==> src/rtl/fidx_pkg.sv <==
package fidx_pkg;
  typedef enum logic [1:0] {
    LS_1024 = 2'd0,
    LS_512  = 2'd1,
    LS_256  = 2'd2,
    LS_RSVD = 2'd3
  } list_size_e;
endpackage

==> src/rtl/fidx_size_dec.sv <==
module fidx_size_dec
  import fidx_pkg::*;
#(
  parameter int IDX_W       = 14,
  parameter int UF_W        = 3,
  parameter int MAX_LOG_ENT = 10
) (
  input  logic [1:0]             size_i,
  output logic [IDX_W-1:0]       wrap_mask_o,
  output logic [MAX_LOG_ENT-1:0] ent_mask_o
);
  int unsigned log_ent;

  always_comb begin
    unique case (list_size_e'(size_i))
      LS_512:  log_ent = MAX_LOG_ENT - 1;
      LS_256:  log_ent = MAX_LOG_ENT - 2;
      default: log_ent = MAX_LOG_ENT;  // reserved code acts as largest list
    endcase
  end

  always_comb begin
    for (int b = 0; b < IDX_W; b++)
      wrap_mask_o[b] = (unsigned'(b) < (log_ent + UF_W));
    for (int b = 0; b < MAX_LOG_ENT; b++)
      ent_mask_o[b] = (unsigned'(b) < log_ent);
  end
endmodule

==> src/rtl/fidx_wr_qual.sv <==
module fidx_wr_qual #(
  parameter int BE_W = 4
) (
  input  logic            wr_en_i,
  input  logic [BE_W-1:0] wr_be_i,
  input  logic            run_i,
  input  logic            halted_i,
  input  logic            utick_i,
  output logic            load_o,
  output logic            adv_o
);
  logic full_word;

  assign full_word = &wr_be_i;
  // loads only when stopped and halted; advance only when running
  assign load_o    = wr_en_i && full_word && halted_i && !run_i;
  assign adv_o     = utick_i && run_i && !halted_i;
endmodule

==> src/rtl/fidx_counter.sv <==
module fidx_counter #(
  parameter int IDX_W = 14
) (
  input  logic             clk_i,
  input  logic             rst_ni,
  input  logic             adv_i,
  input  logic             load_i,
  input  logic [IDX_W-1:0] load_val_i,
  input  logic [IDX_W-1:0] wrap_mask_i,
  output logic [IDX_W-1:0] idx_o,
  output logic             rollover_o
);
  logic [IDX_W-1:0] idx_q;
  logic             roll_q;
  logic             at_wrap;

  assign at_wrap = (idx_q & wrap_mask_i) == wrap_mask_i;

  always_ff @(posedge clk_i or negedge rst_ni) begin
    if (!rst_ni) begin
      idx_q  <= '0;
      roll_q <= 1'b0;
    end else begin
      if (load_i)     idx_q <= load_val_i;
      else if (adv_i) idx_q <= idx_q + 1'b1;
      roll_q <= adv_i && !load_i && at_wrap;
    end
  end

  assign idx_o      = idx_q;
  assign rollover_o = roll_q;
endmodule

==> src/rtl/frame_index_ctr.sv <==
module frame_index_ctr #(
  parameter int DATA_W      = 32,
  parameter int IDX_W       = 14,
  parameter int UF_W        = 3,
  parameter int MAX_LOG_ENT = 10
) (
  input  logic                   clk_i,
  input  logic                   rst_ni,
  input  logic                   utick_i,
  input  logic                   run_i,
  input  logic                   halted_i,
  input  logic [1:0]             list_size_i,
  input  logic                   wr_en_i,
  input  logic [DATA_W/8-1:0]    wr_be_i,
  input  logic [DATA_W-1:0]      wr_data_i,
  output logic [DATA_W-1:0]      rd_data_o,
  output logic [MAX_LOG_ENT-1:0] list_idx_o,
  output logic [IDX_W-UF_W-1:0]  frame_num_o,
  output logic                   rollover_o
);
  localparam int BE_W  = DATA_W / 8;
  localparam int ENT_W = MAX_LOG_ENT;

  logic             load, adv;
  logic [IDX_W-1:0] idx, wrap_mask;
  logic [ENT_W-1:0] ent_mask;

  fidx_wr_qual #(.BE_W(BE_W)) u_qual (
    .wr_en_i (wr_en_i),
    .wr_be_i (wr_be_i),
    .run_i   (run_i),
    .halted_i(halted_i),
    .utick_i (utick_i),
    .load_o  (load),
    .adv_o   (adv)
  );

  fidx_size_dec #(
    .IDX_W(IDX_W), .UF_W(UF_W), .MAX_LOG_ENT(MAX_LOG_ENT)
  ) u_dec (
    .size_i     (list_size_i),
    .wrap_mask_o(wrap_mask),
    .ent_mask_o (ent_mask)
  );

  fidx_counter #(.IDX_W(IDX_W)) u_cnt (
    .clk_i      (clk_i),
    .rst_ni     (rst_ni),
    .adv_i      (adv),
    .load_i     (load),
    .load_val_i (wr_data_i[IDX_W-1:0]),
    .wrap_mask_i(wrap_mask),
    .idx_o      (idx),
    .rollover_o (rollover_o)
  );

  assign rd_data_o   = DATA_W'(idx);
  assign list_idx_o  = idx[UF_W +: ENT_W] & ent_mask;
  assign frame_num_o = idx[IDX_W-1:UF_W];
endmodule

==> config.mk <==
export PLATFORM = sky130hd
export DESIGN_NAME = frame_index_ctr
export DESIGN_NICKNAME = d
export VERILOG_FILES = /design/src/rtl/fidx_pkg.sv /design/src/rtl/fidx_size_dec.sv /design/src/rtl/fidx_wr_qual.sv /design/src/rtl/fidx_counter.sv /design/src/rtl/frame_index_ctr.sv
export SDC_FILE = /design/constraint.sdc
export NUM_CORES = 1
export LEC_CHECK = 0
export BUFFER_PORTS_ARGS = -buffer_cell sky130_fd_sc_hd__buf_4
export CELL_PAD_IN_SITES_DETAIL_PLACEMENT = 1
export CELL_PAD_IN_SITES_GLOBAL_PLACEMENT = 1
export CORE_UTILIZATION = 28
export CTS_CLUSTER_DIAMETER = 100
export DETAILED_ROUTE_END_ITERATION = 16
export GPL_TIMING_DRIVEN = 1
export PLACE_DENSITY = 0.82
export SETUP_SLACK_MARGIN = 0.5
export SLEW_MARGIN = 20
export SYNTH_ARGS = -nofsm -noshare
export SYNTH_HDL_FRONTEND = slang
export SYNTH_SLANG_ARGS = --single-unit
==> constraint.sdc <==
create_clock -name clk_i -period 4.8 [get_ports clk_i]
set_clock_uncertainty 0.1 [all_clocks]
set_input_delay 0.96 -clock clk_i [delete_from_list [all_inputs] [get_ports clk_i]]
set_output_delay 0.96 -clock clk_i [all_outputs]
set_load 0.03 [all_outputs]
Yosys cells after proc, flatten, opt, wreduce, memory -nomap -nowiden
Cells that the tools add are included.
Widths: inputs -> output; s select.

word-level totals
  RAM bits = 0
  bits in latches = 0
  ROM bits = 0
  memories kept = 0
  flip-flop bits (word level) = 15
  bits of input ports = 44

cells by class
  div/mod/pow operators = 0
  $mul = 0
  bitwise operators = 2
  reduce and logical (&&, ||, !) cells = 12
  $lt $le $gt $ge = 24
  mux-type cells = 3
  add/subtract/negate cells = 2
  equal/unequal tests = 3
  shift-type cells = 0

operator list
  cell                   count
  $lt 4x32->1 const A    6
  $lt 3x32->1 const A    4
  $lt 2x32->1 const A    2
  $lt 1x32->1 const A    1
  $mux 14                2
  $lt 3x4->1 const A     4
  $add 14x1->14 const B  1
  $and 14x14->14         1
  $eq 14x14->1           1
  $and 10x10->10         1
  $lt 1x4->1 const A     2
  $lt 2x4->1 const A     2
  $lt 4x4->1 const A     2
  $logic_and 1x1->1      7
  $add 4x2->5 const B    1
  $lt 1x5->1 const A     1
  $pmux 2 s2             1
  $reduce_and 4->1       1
  $logic_not 1->1        3
  $eq 2x1->1 const B     1
  $eq 2x2->1 const B     1
  $reduce_bool 2->1      1

Logic depth before layout (Yosys ltp)
  depth in word-level cells = 7
  depth in mapped cells = 5
  depth with buffers taken out = 5

Modules after synthesis
From an unflattened synthesis, not the netlist that was laid out.

second synthesis, totals
  cell total of the unflattened synthesis = 178
  area total of the unflattened synthesis = 1450.1 um^2

by module, submodules not included
  module           instances  cells an instance  area each (um^2)  seq. area each (um^2)
  fidx_counter     1          104                927.1             375.4
  frame_index_ctr  1          40                 284.0             0.0
  fidx_size_dec    1          29                 214.0             0.0
  fidx_wr_qual     1          5                  25.0              0.0

Least setup slack after synthesis
Ideal clock, no wire load.

  kind = input -> output
  from = in list_size_i[0]
  to = out list_idx_o[8]
  slack = 2.119 ns
  data arrival time = 1.621 ns
  data required time = 3.740 ns
  cell stages on the path = 3
  cell sequence = inv_1 -> ha_1 -> nor2b_1

between the ends
  cells in the longest elaborated chain, start to end = 4
  elaborated cells between the ends (all ways) = 5
  those cells by class = order compare (1); eq/ne (2); mux (1); bitwise (1)

RTL lines
  item                                             line                   source
  start: declaration                               frame_index_ctr.sv:12  input logic [1:0] list_size_i,
  $eq 2x2->1 / $eq 2x1->1 (equally long branches)  fidx_size_dec.sv:15    unique case (list_size_e'(size_i))
  $pmux 2 s2 *                                     fidx_size_dec.sv:15
  $lt 4x4->1 *                                     fidx_size_dec.sv:26    ent_mask_o[b] = (unsigned'(b) < log_ent);
  $and 10x10->10 *                                 frame_index_ctr.sv:58  assign list_idx_o = idx[UF_W +: ENT_W] & ent_mask;
  end: declaration                                 frame_index_ctr.sv:17  output logic [MAX_LOG_ENT-1:0] list_idx_o,

Mark *: on every way between the ends. The rest lies on a longest branch, timed or not.

Final worst setup path
  from = in list_size_i[0]
  to = out list_idx_o[9]

Same word-level chain as after synthesis.

==> metrics <==
internal power 0.327 mW; Worst R2R End u_cnt.idx_o[12]; via count 987; layout cells sized above 1 40.7%; CTS HTree Levels 1; Die Wd 67.6 µm; layout net count 225; CP Class input pin to primary output; PortBufs 61; pin count of the biggest net entering global routing 25; critical-path cell list buf_4, inv_1, ha_1, and2_1, buf_4; DRT Pass-1 Iters 3; Crit-path slowest cell ha_1; CTS Buf Count 3; RR Startpoint u_cnt.idx_o[3]; dpl hpwl 2220 µm; initial antenna violation count 0; vias in the first global route around 940; Mapped Area 1210 µm²; clock sinks 15; #FFs+latches synth 15; number of distinct library cells after synthesis 30; Critical Path Source Type input pin; GP Congestion between 0.8 and 0.9; Routed Antenna Nets 0; num ports 98; routed len/inst 12.4 µm; Max VDD drop 0.000105 V; Worst-path clk slew 60 ps; CP Data Required Time 3740 ps; Tightest Hold Check Type input pin to async pin; fin crit period 2750 ps; Psw 0.286 mW; Total Power 0.613 mW; Worst-Skew Late Latency 240 ps; Initial Utilization 29.7%; die area 4570 µm²; CTS Root Cell clkbuf_8; final wirelength around 2800 µm; CTS resizes 0; Starting DRT DRC Count 19; CP most frequent cell buf_4; Post-Syn Instances 135; most frequent cells in the layout 62 x buf_4, 18 x conb_1, 15 x dfrtp_1; Final Max Slew Viols 0; FILL cells 501; Final Hold Fails 0; max-cap violations 0; hold-fix buffers at CTS 0; Setup TNS 0 ps; Reg power frac between 30% and 40%; final setup fails 0; Fmax achieved 364 MHz; Clock Power Share 16.4%; CTS tree yes; most common cell after layout, fill and taps aside buf_4; sw frac 46.7%; Tcrit/Tclk final approximately 57%; worst-path maximum fanout 2; drt drc 0; total track usage about an eighth; element type at the critical path end primary output; setup bufs post-CTS 0; flop2flop setup slack between 2000 and 3000 ps; synth-to-layout area growth 28.1%; syn avg cell area 8.93 µm²; Ant. Diodes 0; Gate power share 50.4%; gr ovfl total 0; Synthesis Warnings 0; CP arrival 1690 ps; pwr/cell area 397 nW/µm²; first-pass GRT wire length 4310 µm; FF-to-FF path depth 4; Lkg Pwr 0.771 nW; status complete, no violations; slowest cell delay on critical path 290 ps; Die Height 67.6 µm; # rows 23; RSZ-0062 raised after global routing false; mean number of vias per cell ~4.3; Seq/Total Area, Yosys 31.1%; Clock Path Buffers 2; core area 4060 µm²
## state kept, by name, summed over array words and instances (netlist names)
signal / count
u_cnt.rollover_o: 1
u_cnt.idx_o: 14
## power groups by stage
stage          clock network, mW  registers [mW]  logic [mW]
3_3_place_gp                   0           0.205       0.306
2_1_floorplan                  0           0.246       0.192
4_1_cts                    0.106           0.205       0.312
3_5_place_dp                   0           0.207       0.311
5_1_grt                    0.111           0.210       0.332
6_report                   0.101           0.204       0.309
## worst max-delay path by stage
stage | start | to | slack, ps | cells after the start
2_1_floorplan | list_size_i[0] | list_idx_o[8] | 2120 | 3
3_3_place_gp | list_size_i[0] | list_idx_o[9] | 2050 | 5
3_5_place_dp | list_size_i[0] | list_idx_o[9] | 2040 | 5
4_1_cts | list_size_i[0] | list_idx_o[9] | 2040 | 5
5_1_grt | list_size_i[0] | list_idx_o[9] | 2010 | 5
6_report | list_size_i[0] | list_idx_o[9] | 2050 | 5
## kinds of logic (layout without fill, tap and decap cells)
kind of cell    count (synthesis)  in the layout  share of synthesized area (%)
fa+ha+maj                       3              3                           3.11
buf+inv                        47             72                           26.6
mux                             4              4                           3.73
xor+xnor                       12             12                           8.71
other cells                     1             18                          0.311
compound gates                 14             14                           7.47
flops                          15             15                           31.1
simple gates                   39             39                           19.0
## final cells by class
cell class	instances	area [µm²]	area share [%]
Clock buffer	4	45.0	2.91
Inverter	6	22.5	1.46
Multi-Input combinational cell	90	574	37.2
Sequential cell	15	375	24.3
Tap cell	50	62.6	4.05
Timing Repair Buffer	62	465	30.1
## layer usage
metal	share of wire [%]	up-vias	GRT usage [%]
li1	-	489	-
met5	0	-	0
met3	8.1	2	3.38
met4	0.29	0	4.79
met1	41	451	15.7
met2	51	45	21.3
## through the flow
stage | std cells | hold slack (ps) | setup slack (ps) | utilization [%] | cell area (µm²)
after floorplan | 152 | 564 | 2120 | - | 1270
after global placement | 223 | 525 | 2050 | 37.0 | 1500
after detailed placement | 223 | 543 | 2040 | 37.0 | 1500
after CTS | 227 | 462 | 2040 | 38.1 | 1550
after global routing | 227 | 467 | 2010 | 38.1 | 1550
final | 227 | 463 | 2050 | 38.1 | 1550
## cell usage after synthesis, drive strengths merged
cell	n	area (µm²)
nor2	2	7.51
conb	1	3.75
nand2	14	52.6
mux2	4	45.0
nand4	5	31.3
clkbuf	2	7.51
a221o	1	10.0
nand3	2	10.0
xor2	7	61.3
nand4b	3	41.3
and3b	1	8.76
xnor2	5	43.8
or4	1	11.3
o2111ai	1	8.76
dfrtp	15	375
inv	6	22.5
o21ai	9	48.8
ha	3	37.5
a22oi	1	7.51
nor3	3	15.0
nor4	5	31.3
nor2b	1	6.26
and2	1	6.26
a211oi	1	7.51
buf	39	290
nor3b	1	7.51
o31ai	1	7.51
## worst max-delay path, delay by kind of cell
family        cells  cell delay (ps)
fa+ha+maj         1              290
buf+inv           3              280
simple gates      1              160
No activity file was read; power rests on OpenSTA's default activity.
